==> config.mk <==
export PLATFORM = sky130hd
export DESIGN_NAME = cs_select_ctrl
export DESIGN_NICKNAME = d
export VERILOG_FILES = /design/src/rtl/cs_select_ctrl.sv
export SDC_FILE = /design/constraint.sdc
export NUM_CORES = 1
export LEC_CHECK = 0
export BUFFER_PORTS_ARGS = -buffer_cell sky130_fd_sc_hd__buf_2
export CAP_MARGIN = 10
export CORE_MARGIN = 4
export CORE_UTILIZATION = 30
export DETAILED_ROUTE_END_ITERATION = 6
export PLACE_DENSITY = 0.81
export SYNTH_ARGS = -nofsm -noshare
export SYNTH_HDL_FRONTEND = slang
export SYNTH_SLANG_ARGS = --single-unit
==> constraint.sdc <==
create_clock -name clk -period 1.9 [get_ports clk]
set_input_delay 0.095 -clock clk [delete_from_list [all_inputs] [get_ports clk]]
set_output_delay 0.095 -clock clk [all_outputs]
set_load 0.005 [all_outputs]
==> src/rtl/cs_select_ctrl.sv <==
module cs_select_ctrl #(
  parameter logic [3:0] CS_EN_MASK    = 4'b0111,
  parameter int         SETTLE_CYCLES = 2
) (
  input  logic        clk,
  input  logic        rst_n,
  input  logic        reg_wr,
  input  logic        reg_addr,
  input  logic [31:0] reg_wdata,
  output logic [31:0] reg_rdata,
  input  logic        frame_active,
  output logic [3:0]  cs_n,
  output logic        settle_busy
);
  localparam int CW = $clog2(SETTLE_CYCLES + 1);

  logic          sw_mode, cs_state;
  logic [1:0]    sel_req, sel_act;
  logic [CW-1:0] settle_cnt;
  logic [2:0]    cs_count;
  logic          line_level;
  logic          ctrl_wr;

  assign ctrl_wr = reg_wr && !reg_addr;

  always_comb begin
    cs_count = 3'd4;
    for (int i = 3; i >= 0; i--)
      if (!CS_EN_MASK[i]) cs_count = 3'(i);
  end

  always_ff @(posedge clk or negedge rst_n) begin
    if (!rst_n) begin
      sw_mode    <= 1'b0;
      cs_state   <= 1'b1;
      sel_req    <= 2'd0;
      sel_act    <= 2'd0;
      settle_cnt <= '0;
    end else begin
      if (ctrl_wr) begin
        sw_mode  <= reg_wdata[0];
        cs_state <= reg_wdata[1];
      end
      if (ctrl_wr && reg_wdata[9:8] != sel_req) begin
        sel_req    <= reg_wdata[9:8];
        settle_cnt <= CW'(SETTLE_CYCLES);
      end else if (settle_cnt != '0) begin
        settle_cnt <= settle_cnt - CW'(1);
        if (settle_cnt == CW'(1)) sel_act <= sel_req;
      end
    end
  end

  assign settle_busy = (settle_cnt != '0);
  assign line_level  = sw_mode ? cs_state : !frame_active;

  always_comb begin
    cs_n = 4'hF;
    if ({1'b0, sel_act} < cs_count) cs_n[sel_act] = line_level;
  end

  always_comb begin
    reg_rdata = '0;
    if (reg_addr) begin
      reg_rdata[12:9] = CS_EN_MASK;
    end else begin
      reg_rdata[0]    = sw_mode;
      reg_rdata[1]    = cs_state;
      reg_rdata[9:8]  = sel_req;
      reg_rdata[16]   = settle_busy;
    end
  end
endmodule

==> impl_metrics.sql, run 1 <==
INSERT INTO impl_metrics (metric_group, metric, value, unit) VALUES
('run_status', 'status', 'completed', ''),
('clocking', 'clock_tree_from_tritoncts', 'yes', ''),
('grt', 'antenna_found_initial', '0', ''),
('worst_setup_path', 'nature_of_the_critical_path_startpoint', 'flip-flop', ''),
('min_path', 'min_path_type', 'primary input to flip-flop', ''),
('timing', 'grt_setup_unrepaired', 'false', ''),
('place', 'dpl.hpwl', '1000', 'um'),
('final_layout', 'num-fill-cells', '231', ''),
('timing', 'final-setup-viol-count', '0', ''),
('timing', 'achievable-frequency', '770', 'MHz'),
('drt', 'drc', '0', ''),
('drt', 'vias', '488', ''),
('drt', 'post_drt_wl_per_cell', '9.71', 'um'),
('place', 'gp_congestion', '0.782', ''),
('floorplan', 'fp-row-count', '17', ''),
('yosys', 'yosysWarnings', '0', ''),
('clocking', 'cts.sinks', '8', ''),
('worst_setup_path', 'required', '1800', 'ps'),
('final_layout', 'post-route-cell-area', '727', 'um2'),
('timing', 'layout_setup_ws', '602', 'ps'),
('final_layout', 'final_core_utilization', '0.332', ''),
('pwr', 'power.internal', '468', 'uW'),
('grt', 'global_route.overflow_total', '0', ''),
('final_layout', 'final_common_cell', 'sky130_fd_sc_hd__conb_1', ''),
('worst_setup_path', 'critPathKind', 'flip-flop to output pin', ''),
('yosys', 'synth_sequential_area_ratio', '0.294', ''),
('floorplan', 'die_height', '55.8', 'um'),
('drt', 'viasPerCell', '3.94', ''),
('pwr', 'power.share.combinational', '0.420', ''),
('timing', 'max_slew.worst_pin.slew', '539', 'ps'),
('grt', 'grt_resource_usage_total', '0.0813', ''),
('timing', 'worst_slew_margin', '0.640', ''),
('yosys', 'synth_edf_count', '0', ''),
('clocking', 'cts_buffers', '3', ''),
('clocking', 'post-cts-setup-buffers', '0', ''),
('pwr', 'vdd_ir_drop_max', '0.562', 'mV'),
('worst_setup_path', 'crit_arrival', '1200', 'ps'),
('pwr', 'powerDensity', '1020', 'mW/mm2'),
('worst_setup_path', 'critical_path_peak_fanout', '5', ''),
('pwr', 'total_leakage_power', '0.387', 'nW'),
('drt', 'detail-route-antenna-nets', '0', ''),
('place', 'io_buffer_count', '19', ''),
('final_layout', 'antennaDiodeCount', '0', ''),
('final_layout', 'synthToLayoutAreaGrowth', '6.02', '%'),
('clocking', 'cts.reportedPaths.clkPinSlew', '50', 'ps'),
('place', 'post-place-cells', '119', ''),
('yosys', 'ys_async_sr_fraction', '1.00', ''),
('yosys', 'synth-main-ff-cell', 'sky130_fd_sc_hd__dfrtp_1', ''),
('worst_setup_path', 'cp-end-kind', 'output pin', ''),
('final_layout', 'mostFrequentLayoutCells', 'sky130_fd_sc_hd__conb_1 (26), sky130_fd_sc_hd__buf_2 (19), sky130_fd_sc_hd__dfrtp_1 (7), sky130_fd_sc_hd__nand2_1 (5)', ''),
('floorplan', 'core', '0.00219', 'mm2'),
('floorplan', 'die_x', '55.8', 'um'),
('floorplan', 'die_area', '0.00311', 'mm2'),
('timing', 'final-hold-violation-count', '0', ''),
('yosys', 'syn-mean-instance-area', '8.90', 'um2'),
('clocking', 'htree_num_levels', '1', ''),
('grt', 'first_pass_grt_wire_length', '1930', 'um'),
('flow_run', 'maxCapViolCount', '0', ''),
('grt', 'grt_pass1_vias', '413', ''),
('clocking', 'clock_tree.buffer_depth', '2', ''),
('final_layout', 'finalNonFillerCells', '124', ''),
('yosys', 'synth_cell_types', '21', ''),
('pwr', 'power.share.switching', '0.369', ''),
('final_layout', 'drive_gt1_frac', '0.292', ''),
('place', 'pre_cts_slack', '665', 'ps'),
('timing', 'final_setup_skew', '6.32', 'ps'),
('floorplan', 'io_pins', '74', ''),
('clocking', 'root_buffer_selected_by_cts', 'sky130_fd_sc_hd__clkbuf_4', ''),
('floorplan', 'initial_utilization', '0.313', ''),
('final_layout', 'layout.nets', '136', ''),
('drt', 'drt_first_iter_violations', '4', '');
-- worst max-delay path: stages, from the launching register on --
cell and delay [ps]:
sky130_fd_sc_hd__dfrtp_1 390, sky130_fd_sc_hd__nor2_1 80, sky130_fd_sc_hd__a211oi_1 260, sky130_fd_sc_hd__nand2_1 80
sky130_fd_sc_hd__buf_2 130
-- cells in the mapped netlist, types with 2 or more instances --
master                     number  area [um2]
sky130_fd_sc_hd__buf_4         28         210
sky130_fd_sc_hd__dfrtp_1        7         175
sky130_fd_sc_hd__nand2_1        5        18.8
sky130_fd_sc_hd__mux2_2         4        45.0
sky130_fd_sc_hd__nor2_1         4        15.0
sky130_fd_sc_hd__o211ai_1       4        30.0
sky130_fd_sc_hd__and2b_1        3        22.5
sky130_fd_sc_hd__inv_1          3        11.3
sky130_fd_sc_hd__xor2_1         3        26.3
sky130_fd_sc_hd__conb_1         2        7.51
sky130_fd_sc_hd__ha_1           2        25.0
sky130_fd_sc_hd__nand2b_1       2        12.5
sky130_fd_sc_hd__nor2b_1        2        12.5
-- path summary, 6_finish.rpt --
check / from / endpoint / slack (ps) / cells past startpoint
max: sw_mode$_DFFE_PN0P_ / cs_n[2] / 600 / 4
min: reg_wdata[0] / sw_mode$_DFFE_PN0P_ / 70 / 2
max reg2reg: sel_req[1]$_DFFE_PN0P_ / settle_cnt[1]$_DFFE_PN0P_ / 650 / 3
min reg2reg: settle_cnt[1]$_DFFE_PN0P_ / settle_cnt[1]$_DFFE_PN0P_ / 500 / 1
max in group asynchronous: rst_n / cs_state$_DFFE_PN1P_ / 1440 / 2
min in group asynchronous: rst_n / sel_req[0]$_DFFE_PN0P_ / 210 / 2
-- stage by stage --
step / power (mW) / hold slack [ps]
after CTS: 0.747 / 73.8
after global placement: 0.584 / -55.7
after detailed placement: 0.600 / -50.9
final: 0.742 / 73.3
after global routing: 0.811 / 63.5
after floorplan: 0.543 / -201
-- flip-flops by register name (all words and copies together) (netlist names) --
| name | flops |
|---|---|
| sel_act | 2 |
| settle_cnt | 2 |
| sel_req | 2 |
| sw_mode | 1 |
| cs_state | 1 |
-- final cells by class --
cell class              instances  area, um2  area share
repair buffers                 20        105       0.145
clock buffers                   4       26.3      0.0361
inverters                       3       11.3      0.0155
well taps                      28       35.0      0.0482
multi-input cells              61        348       0.478
flip-flops and latches          8        201       0.277
-- metal layers --
layer  vias to the layer above  track usage  wire length, um
li1                        229            -                -
met1                       212       0.0843              457
met2                        43        0.130              525
met3                         4       0.0603              208
met4                         0       0.0208               13
met5                         -            0                0
-- cell families (layout without fill, tap and decap cells) --
kind of cell | Yosys count | count (layout) | synth area share
mux | 4 | 4 | 0.0657
flops | 8 | 8 | 0.294
xor+xnor | 3 | 3 | 0.0383
other cells | 2 | 26 | 0.0110
buf+inv | 32 | 27 | 0.330
simple gates | 18 | 18 | 0.139
compound gates | 8 | 8 | 0.0858
fa+ha+maj | 2 | 2 | 0.0365
-- power groups by stage --
stage / Clock, mW / Sequential [mW] / Combinational [mW]
final: 0.141 / 0.289 / 0.312
after global routing: 0.159 / 0.297 / 0.356
after CTS: 0.148 / 0.287 / 0.313
after detailed placement: 0 / 0.291 / 0.309
after global placement: 0 / 0.284 / 0.299
after floorplan: 0 / 0.275 / 0.268
-- repair_timing --
item | CTS | global route
hold buffers | 1 | 0
endpoints found under the hold margin | 8 | 0
gates resized for setup | 0 | 0
Power figures use the tool's default switching activity.
==> inputs of run 2 (changes only) <==
--- a/config.mk
+++ b/config.mk
@@ -5,12 +5,13 @@
 export SDC_FILE = /design/constraint.sdc
 export NUM_CORES = 1
 export LEC_CHECK = 0
+export ABC_AREA = 1
 export BUFFER_PORTS_ARGS = -buffer_cell sky130_fd_sc_hd__buf_2
 export CAP_MARGIN = 10
 export CORE_MARGIN = 4
 export CORE_UTILIZATION = 30
 export DETAILED_ROUTE_END_ITERATION = 6
-export PLACE_DENSITY = 0.81
+export PLACE_DENSITY = 0.84
 export SYNTH_ARGS = -nofsm -noshare
 export SYNTH_HDL_FRONTEND = slang
 export SYNTH_SLANG_ARGS = --single-unit
==> constraint.sdc (replaced) <==
create_clock -name clk -period 1.1 [get_ports clk]
set_input_delay 0.055 -clock clk [delete_from_list [all_inputs] [get_ports clk]]
set_output_delay 0.055 -clock clk [all_outputs]
set_load 0.005 [all_outputs]
==> run 2 against run 1 <==
Effect of this change:
- the run now ends with setup timing left
- clock-buffer cell count unchanged
- flip-flop and latch count unchanged
- global-route usage increased by 0.98 points
- total power increased by 130%
==> impl_metrics.sql, run 2 <==
INSERT INTO impl_metrics (metric_group, metric, value, unit) VALUES
('grt', 'global_route.overflow_total', '0', ''),
('final_layout', 'drive_gt1_frac', '0.468', ''),
('place', 'io_buffer_count', '19', ''),
('timing', 'grt_setup_unrepaired', 'true', ''),
('yosys', 'yosysWarnings', '0', ''),
('drt', 'post_drt_wl_per_cell', '9.52', 'um'),
('grt', 'use_met1', '0.0921', ''),
('grt', 'grt_util_met2', '0.149', ''),
('min_path', 'min_path_type', 'primary input to flip-flop', ''),
('final_layout', 'synthToLayoutAreaGrowth', '30.7', '%'),
('flow_run', 'maxCapViolCount', '0', ''),
('yosys', 'ys_async_sr_fraction', '1.00', ''),
('grt', 'grt.busiest_layer', 'met2', ''),
('drt', 'drc', '0', ''),
('worst_setup_path', 'critical_path_peak_fanout', '2', ''),
('clocking', 'root_buffer_selected_by_cts', 'sky130_fd_sc_hd__clkbuf_4', ''),
('timing', 'achievable-frequency', '834', 'MHz'),
('drt', 'vias', '591', ''),
('floorplan', 'initial_utilization', '0.313', ''),
('grt', 'grt_pass1_vias', '508', ''),
('drt', 'detail-route-antenna-nets', '0', ''),
('worst_setup_path', 'crit_arrival', '1140', 'ps'),
('floorplan', 'core', '0.00221', 'mm2'),
('worst_setup_path', 'cp-end-kind', 'output pin', ''),
('floorplan', 'die_x', '56.0', 'um'),
('yosys', 'synth_sequential_area_ratio', '0.291', ''),
('clocking', 'cts.reportedPaths.clkPinSlew', '60', 'ps'),
('grt', 'grt_resource_usage_total', '0.0910', ''),
('final_layout', 'mostFrequentLayoutCells', 'sky130_fd_sc_hd__conb_1 (26), sky130_fd_sc_hd__buf_2 (19), sky130_fd_sc_hd__nand2_1 (15), sky130_fd_sc_hd__buf_4 (11)', ''),
('yosys', 'synth-main-ff-cell', 'sky130_fd_sc_hd__dfrtp_1', ''),
('timing', 'final-hold-violation-count', '0', ''),
('final_layout', 'final_core_utilization', '0.409', ''),
('final_layout', 'layout.nets', '166', ''),
('floorplan', 'io_pins', '74', ''),
('timing', 'total_count_of_max_transition_violations_in_the_final_report', '0', ''),
('clocking', 'clock_tree.buffer_depth', '2', ''),
('yosys', 'synth_area', '692', 'um2'),
('floorplan', 'die_height', '56.0', 'um'),
('place', 'gp_congestion', '0.671', ''),
('final_layout', 'final_common_cell', 'sky130_fd_sc_hd__conb_1', ''),
('floorplan', 'fp-row-count', '17', ''),
('clocking', 'cts_buffers', '3', ''),
('worst_setup_path', 'required', '1040', 'ps'),
('grt', 'first_pass_grt_wire_length', '2170', 'um'),
('clocking', 'worst_skew_pair_later_pin_latency', '260', 'ps'),
('drt', 'wirelength', '1470', 'um'),
('grt', 'pin_count_of_the_biggest_net_entering_global_routing', '10', ''),
('final_layout', 'antennaDiodeCount', '0', ''),
('pwr', 'vdd_ir_drop_max', '0.725', 'mV'),
('worst_setup_path', 'nature_of_the_critical_path_startpoint', 'flip-flop', ''),
('drt', 'viasPerCell', '3.84', ''),
('yosys', 'syn-mean-instance-area', '7.44', 'um2'),
('run_status', 'status', 'finished, violations left', ''),
('clocking', 'cts.sinks', '8', ''),
('yosys', 'ys_ff_latch', '8', ''),
('yosys', 'synth_top_cells_by_area', 'sky130_fd_sc_hd__buf_4 (30%), sky130_fd_sc_hd__dfrtp_1 (25%), sky130_fd_sc_hd__nand2_1 (10%)', ''),
('clocking', 'clock_tree_from_tritoncts', 'yes', ''),
('yosys', 'yosys.area.top_type_share', '0.304', ''),
('place', 'dpl.hpwl', '979', 'um'),
('timing', 'time_the_worst_path_needs_with_i_o_delays_and_setup', '1200', 'ps'),
('yosys', 'synthesis.instances', '93', ''),
('grt', 'antenna_found_initial', '0', ''),
('pwr', 'powerDensity', '1890', 'mW/mm2'),
('drt', 'drt_first_iter_violations', '9', ''),
('timing', 'final_min_period_over_clock_period', '1.09', ''),
('run_status', 'failing_checks', 'setup timing', ''),
('floorplan', 'die_area', '0.00314', 'mm2'),
('timing', 'fin_setup_tns', '-407', 'ps'),
('final_layout', 'registers_with_the_most_flip_flops', 'sel_act x2, sel_req x2, settle_cnt x2', ''),
('drt', 'detailedRoute.firstPassIterationCount', '6', ''),
('final_layout', 'num-fill-cells', '226', ''),
('yosys', 'synth_cell_types', '17', ''),
('clocking', 'htree_num_levels', '1', ''),
('grt', 'met3_usage', '0.0278', ''),
('worst_setup_path', 'critPathKind', 'flip-flop to output pin', ''),
('pwr', 'total_leakage_power', '0.505', 'nW'),
('yosys', 'synth_common_cells', 'sky130_fd_sc_hd__buf_4 (28), sky130_fd_sc_hd__nand2_1 (19), sky130_fd_sc_hd__inv_1 (12), sky130_fd_sc_hd__dfrtp_1 (7)', ''),
('yosys', 'synth_edf_count', '0', ''),
('timing', 'layout_setup_ws', '-98.8', 'ps'),
('timing', 'fin_hold_ws', '26.3', 'ps'),
('yosys', 'synth.most_common_cell', 'sky130_fd_sc_hd__buf_4', ''),
('timing', 'final_setup_skew', '10.2', 'ps'),
('yosys', 'library_cell_occupying_the_most_area_in_the_post_synthesis_netlist', 'sky130_fd_sc_hd__buf_4', ''),
('timing', 'final-setup-viol-count', '9', '');
[run 2: changes by cell type after synthesis, sizes merged, moves of 4 or more]
cell / previous run / this run
inv: 3 / 12
o21ai: 0 / 6
nand3: 0 / 6
o211ai: 4 / 0
nand2: 5 / 21
mux2: 4 / 0
[run 2: cell families (layout without fill, tap and decap cells)]
group                      after synthesis  count (layout)  synth area share
DFF                                      8               8             0.291
and+or+nand+nor                         35              35             0.244
buffers and inverters                   40              49             0.369
adders and majority gates                2               2            0.0362
other                                    2              26            0.0109
AOI/OAI and AO/OA                        6               6            0.0488
[run 2: worst paths after layout]
path,depth (start not counted),slack (ps),endpoint,from
max,5,-100,reg_rdata[16],settle_cnt[0]$_DFFE_PN0P_
min,3,30,sw_mode$_DFFE_PN0P_,reg_wdata[0]
max reg2reg,8,-70,settle_cnt[1]$_DFFE_PN0P_,settle_cnt[0]$_DFFE_PN0P_
min reg2reg,2,520,sel_act[0]$_DFFE_PN0P_,sel_act[0]$_DFFE_PN0P_
max in group asynchronous,2,700,cs_state$_DFFE_PN1P_,rst_n
min in group asynchronous,2,160,sel_act[1]$_DFFE_PN0P_,rst_n
[run 2: report_power, final]
group	internal, mW	total, mW	switching [mW]
logic	0.518	0.995	0.478
clock network	0.139	0.243	0.104
registers	0.391	0.468	0.0772
total	1.05	1.71	0.658
[run 2: worst max-delay path, cell delays in order (launching register included)]
cell and delay [ps]:
sky130_fd_sc_hd__dfrtp_1 370, sky130_fd_sc_hd__inv_2 60, sky130_fd_sc_hd__ha_4 160, sky130_fd_sc_hd__buf_6 110, sky130_fd_sc_hd__nor2_4 60, sky130_fd_sc_hd__buf_2 110
[run 2: final cells by class]
type	instances	area [um2]	area share
multi-input combinational	69	387	0.427
timing repair buffer	33	210	0.232
sequential	8	201	0.223
inverter	12	45.0	0.0498
tap	28	35.0	0.0387
clock buffer	4	26.3	0.0290
[run 2: layer usage]
layer  vias up  wire length, um  part of all wire
met4         0               30             0.020
met3         2               99             0.068
met1       272              510              0.35
met5         -                0                 0
li1        294                -                 -
met2        23              826              0.56
[run 2: what timing repair did]
action	in CTS	in global routing
pin swaps	3	5
hold buffers	1	0
buffers inserted	6	5
resized for setup	9	15
endpoints found under the setup margin	6	11
endpoints found under the hold margin	8	0
[run 2: stage by stage]
step                      instance area (um2)  worst slack (ps)  cells  power, mW
final                                     905             -98.8    154       1.71
after global routing                      905              -171    154       1.86
after CTS                                 821              -111    149       1.51
after detailed placement                  717              29.5    138       1.04
after global placement                    717              52.0    138       1.02
after floorplan                           782              31.5    117      0.897
==> inputs of run 3 (changes only) <==
--- a/config.mk
+++ b/config.mk
@@ -6,10 +6,11 @@
 export NUM_CORES = 1
 export LEC_CHECK = 0
 export ABC_AREA = 1
-export BUFFER_PORTS_ARGS = -buffer_cell sky130_fd_sc_hd__buf_2
+export BUFFER_PORTS_ARGS = -buffer_cell sky130_fd_sc_hd__buf_4
 export CAP_MARGIN = 10
 export CORE_MARGIN = 4
 export CORE_UTILIZATION = 30
+export CTS_CLUSTER_DIAMETER = 60
 export DETAILED_ROUTE_END_ITERATION = 6
 export PLACE_DENSITY = 0.84
 export SYNTH_ARGS = -nofsm -noshare
==> run 3 against run 2 <==
Effect of this change:
- the run still ends with setup timing left
- sequential power hardly changed
- hold slack worse by 25 ps
- maximum frequency is 0.75% higher
- clock skew is 10 ps lower
- first-iteration DRC count is 78% higher
- non-clock buffer count is 5 lower
- routed wire length is 3.5% lower
- largest power group unchanged
- highest routed layer unchanged
==> impl_metrics.sql, run 3 (same netlist as run 2, synthesis figures left out) <==
INSERT INTO impl_metrics (metric_group, metric, value, unit) VALUES
('run_status', 'status', 'finished, violations left', ''),
('run_status', 'failing_checks', 'setup timing', ''),
('worst_setup_path', 'critPathMaxStageDelay', '370', 'ps'),
('grt', 'antenna_found_initial', '0', ''),
('grt', 'grt_pass1_vias', '487', ''),
('worst_setup_path', 'critical_path.reg2reg.endpoint', 'sel_act[0]$_DFFE_PN0P_', ''),
('timing', 'fin_setup_tns', '-332', 'ps'),
('final_layout', 'final_common_cell', 'sky130_fd_sc_hd__conb_1', ''),
('worst_setup_path', 'critical_path_peak_fanout', '2', ''),
('final_layout', 'mostFrequentLayoutCells', 'sky130_fd_sc_hd__conb_1 (26), sky130_fd_sc_hd__buf_4 (21), sky130_fd_sc_hd__nand2_1 (16), sky130_fd_sc_hd__inv_1 (7), sky130_fd_sc_hd__dfrtp_1 (7)', ''),
('clocking', 'clock_tree_from_tritoncts', 'yes', ''),
('flow_run', 'maxCapViolCount', '0', ''),
('drt', 'vias', '562', ''),
('place', 'post-place-cells', '138', ''),
('drt', 'drt_first_iter_violations', '16', ''),
('floorplan', 'core', '0.00221', 'mm2'),
('grt', 'grt_resource_usage_total', '0.0810', ''),
('pwr', 'total_leakage_power', '0.507', 'nW'),
('worst_setup_path', 'worst_path_most_repeated_cell', 'sky130_fd_sc_hd__buf_6', ''),
('worst_setup_path', 'r2r_setup_slack', '10', 'ps'),
('timing', 'time_the_worst_path_needs_with_i_o_delays_and_setup', '1190', 'ps'),
('grt', 'use_met1', '0.0907', ''),
('drt', 'detailedRoute.firstPassIterationCount', '4', ''),
('timing', 'final-hold-violation-count', '0', ''),
('floorplan', 'die_height', '56.0', 'um'),
('pwr', 'vdd_ir_drop_max', '0.825', 'mV'),
('floorplan', 'die_x', '56.0', 'um'),
('drt', 'post_drt_wl_per_cell', '9.49', 'um'),
('grt', 'grt_util_met2', '0.145', ''),
('floorplan', 'die_area', '0.00314', 'mm2'),
('worst_setup_path', 'crit_arrival', '1130', 'ps'),
('final_layout', 'finalNonFillerCells', '149', ''),
('grt', 'grt.busiest_layer', 'met2', ''),
('final_layout', 'layout.nets', '161', ''),
('place', 'io_buffer_count', '19', ''),
('worst_setup_path', 'nature_of_the_critical_path_startpoint', 'flip-flop', ''),
('clocking', 'clock_tree.buffer_depth', '2', ''),
('grt', 'pin_count_of_the_biggest_net_entering_global_routing', '10', ''),
('min_path', 'min_to', 'sw_mode$_DFFE_PN0P_', ''),
('place', 'dpl.hpwl', '973', 'um'),
('timing', 'final_min_period_over_clock_period', '1.08', ''),
('final_layout', 'synthToLayoutAreaGrowth', '34.7', '%'),
('grt', 'first_pass_grt_wire_length', '2030', 'um'),
('final_layout', 'registers_with_the_most_flip_flops', 'sel_act x2, sel_req x2, settle_cnt x2', ''),
('timing', 'final_setup_skew', '0.191', 'ps'),
('drt', 'viasPerCell', '3.77', ''),
('drt', 'drc', '0', ''),
('clocking', 'root_buffer_selected_by_cts', 'sky130_fd_sc_hd__clkbuf_4', ''),
('final_layout', 'num-fill-cells', '219', ''),
('min_path', 'min_path_type', 'primary input to flip-flop', ''),
('grt', 'global_route.overflow_total', '0', ''),
('timing', 'grt_setup_unrepaired', 'true', ''),
('clocking', 'cts.sinks', '8', ''),
('timing', 'fin_hold_ws', '1.19', 'ps'),
('floorplan', 'fp-row-count', '17', ''),
('floorplan', 'io_pins', '74', ''),
('final_layout', 'drive_gt1_frac', '0.430', ''),
('timing', 'layout_setup_ws', '-89.9', 'ps'),
('clocking', 'htree_num_levels', '1', ''),
('drt', 'detail-route-antenna-nets', '0', ''),
('worst_setup_path', 'required', '1040', 'ps'),
('floorplan', 'initial_utilization', '0.313', ''),
('worst_setup_path', 'cell_breakdown_of_the_critical_path', 'inv_2 > ha_4 > buf_6 > nor2_4 > buf_6', ''),
('min_path', 'hold_path_startpoint', 'reg_wdata[0]', ''),
('clocking', 'cts.reportedPaths.clkPinSlew', '60', 'ps'),
('worst_setup_path', 'cp-end-kind', 'output pin', ''),
('grt', 'met3_usage', '0.0139', ''),
('clocking', 'worst_skew_pair_later_pin_latency', '250', 'ps'),
('timing', 'achievable-frequency', '840', 'MHz'),
('place', 'gp_congestion', '0.717', ''),
('clocking', 'cts_buffers', '3', ''),
('final_layout', 'antennaDiodeCount', '0', ''),
('worst_setup_path', 'critical_path.reg2reg.startpoint', 'sel_req[1]$_DFFE_PN0P_', ''),
('pwr', 'powerDensity', '1790', 'mW/mm2'),
('timing', 'final-setup-viol-count', '6', ''),
('worst_setup_path', 'critPathKind', 'flip-flop to output pin', ''),
('min_path', 'hold_depth', '3', ''),
('worst_setup_path', 'cp_slowest_cell', 'sky130_fd_sc_hd__dfrtp_1', ''),
('worst_setup_path', 'worstRegToRegCells', '8', ''),
('timing', 'total_count_of_max_transition_violations_in_the_final_report', '0', ''),
('drt', 'wirelength', '1410', 'um');
[run 3: cell count changes in the layout (fill, tap and decap cells not counted), moves of 2 or more]
cell,delta
sky130_fd_sc_hd__buf_4,+10
sky130_fd_sc_hd__buf_2,-19
sky130_fd_sc_hd__inv_1,+2
sky130_fd_sc_hd__inv_2,-2
sky130_fd_sc_hd__buf_6,+4
[run 3: through the flow]
step,util,power [mW],cell area (um2),worst slack (ps)
2_1_floorplan,-,0.897,782,31.5
3_3_place_gp,0.346,1.08,764,54.9
3_5_place_dp,0.346,1.09,764,32.7
4_1_cts,0.390,1.53,862,-90.5
5_1_grt,0.421,1.79,932,-131
6_report,0.421,1.67,932,-89.9
[run 3: worst max-delay path by stage]
stage / endpoint / startpoint / depth (start not counted)
finish: reg_rdata[16] / settle_cnt[1]$_DFFE_PN0P_ / 5
global route: reg_rdata[16] / settle_cnt[1]$_DFFE_PN0P_ / 5
CTS: reg_rdata[16] / settle_cnt[1]$_DFFE_PN0P_ / 5
detailed placement: sel_act[0]$_DFFE_PN0P_ / sel_req[0]$_DFFE_PN0P_ / 8
global placement: sel_act[1]$_DFFE_PN0P_ / sel_req[0]$_DFFE_PN0P_ / 8
floorplan: sel_act[0]$_DFFE_PN0P_ / settle_cnt[0]$_DFFE_PN0P_ / 6
[run 3: worst max-delay path: cells and delay by family (launching register included)]
kind          cells  cell delay, ps
flops             1             370
fa+ha+maj         1             160
buf+inv           3             270
simple gates      1              80
[run 3: timing repair]
item,in CTS,in global routing
pin swaps,3,6
resized for setup,11,16
buffers inserted,4,2
endpoints found under the setup margin,6,11
hold buffers,1,0
endpoints found under the hold margin,8,0
[run 3: final cells by class]
class                   instances  area (um2)  area share
multi-input cells              69         389       0.417
repair buffers                 28         235       0.252
flip-flops and latches          8         201       0.216
inverters                      12        45.0      0.0483
well taps                      28        35.0      0.0376
clock buffers                   4        26.3      0.0282
[run 3: power by group]
part	total, mW	switching (mW)	internal [mW]
clock network	0.255	0.115	0.140
registers	0.466	0.0760	0.390
logic	0.945	0.455	0.489
[run 3: layer usage]
| layer | routed length (um) | share of wire | vias to the layer above |
|---|---|---|---|
| met3 | 99 | 0.070 | 2 |
| met1 | 519 | 0.37 | 249 |
| met4 | 14 | 0.0099 | 0 |
| li1 | - | - | 286 |
| met5 | 0 | 0 | - |
| met2 | 782 | 0.55 | 25 |
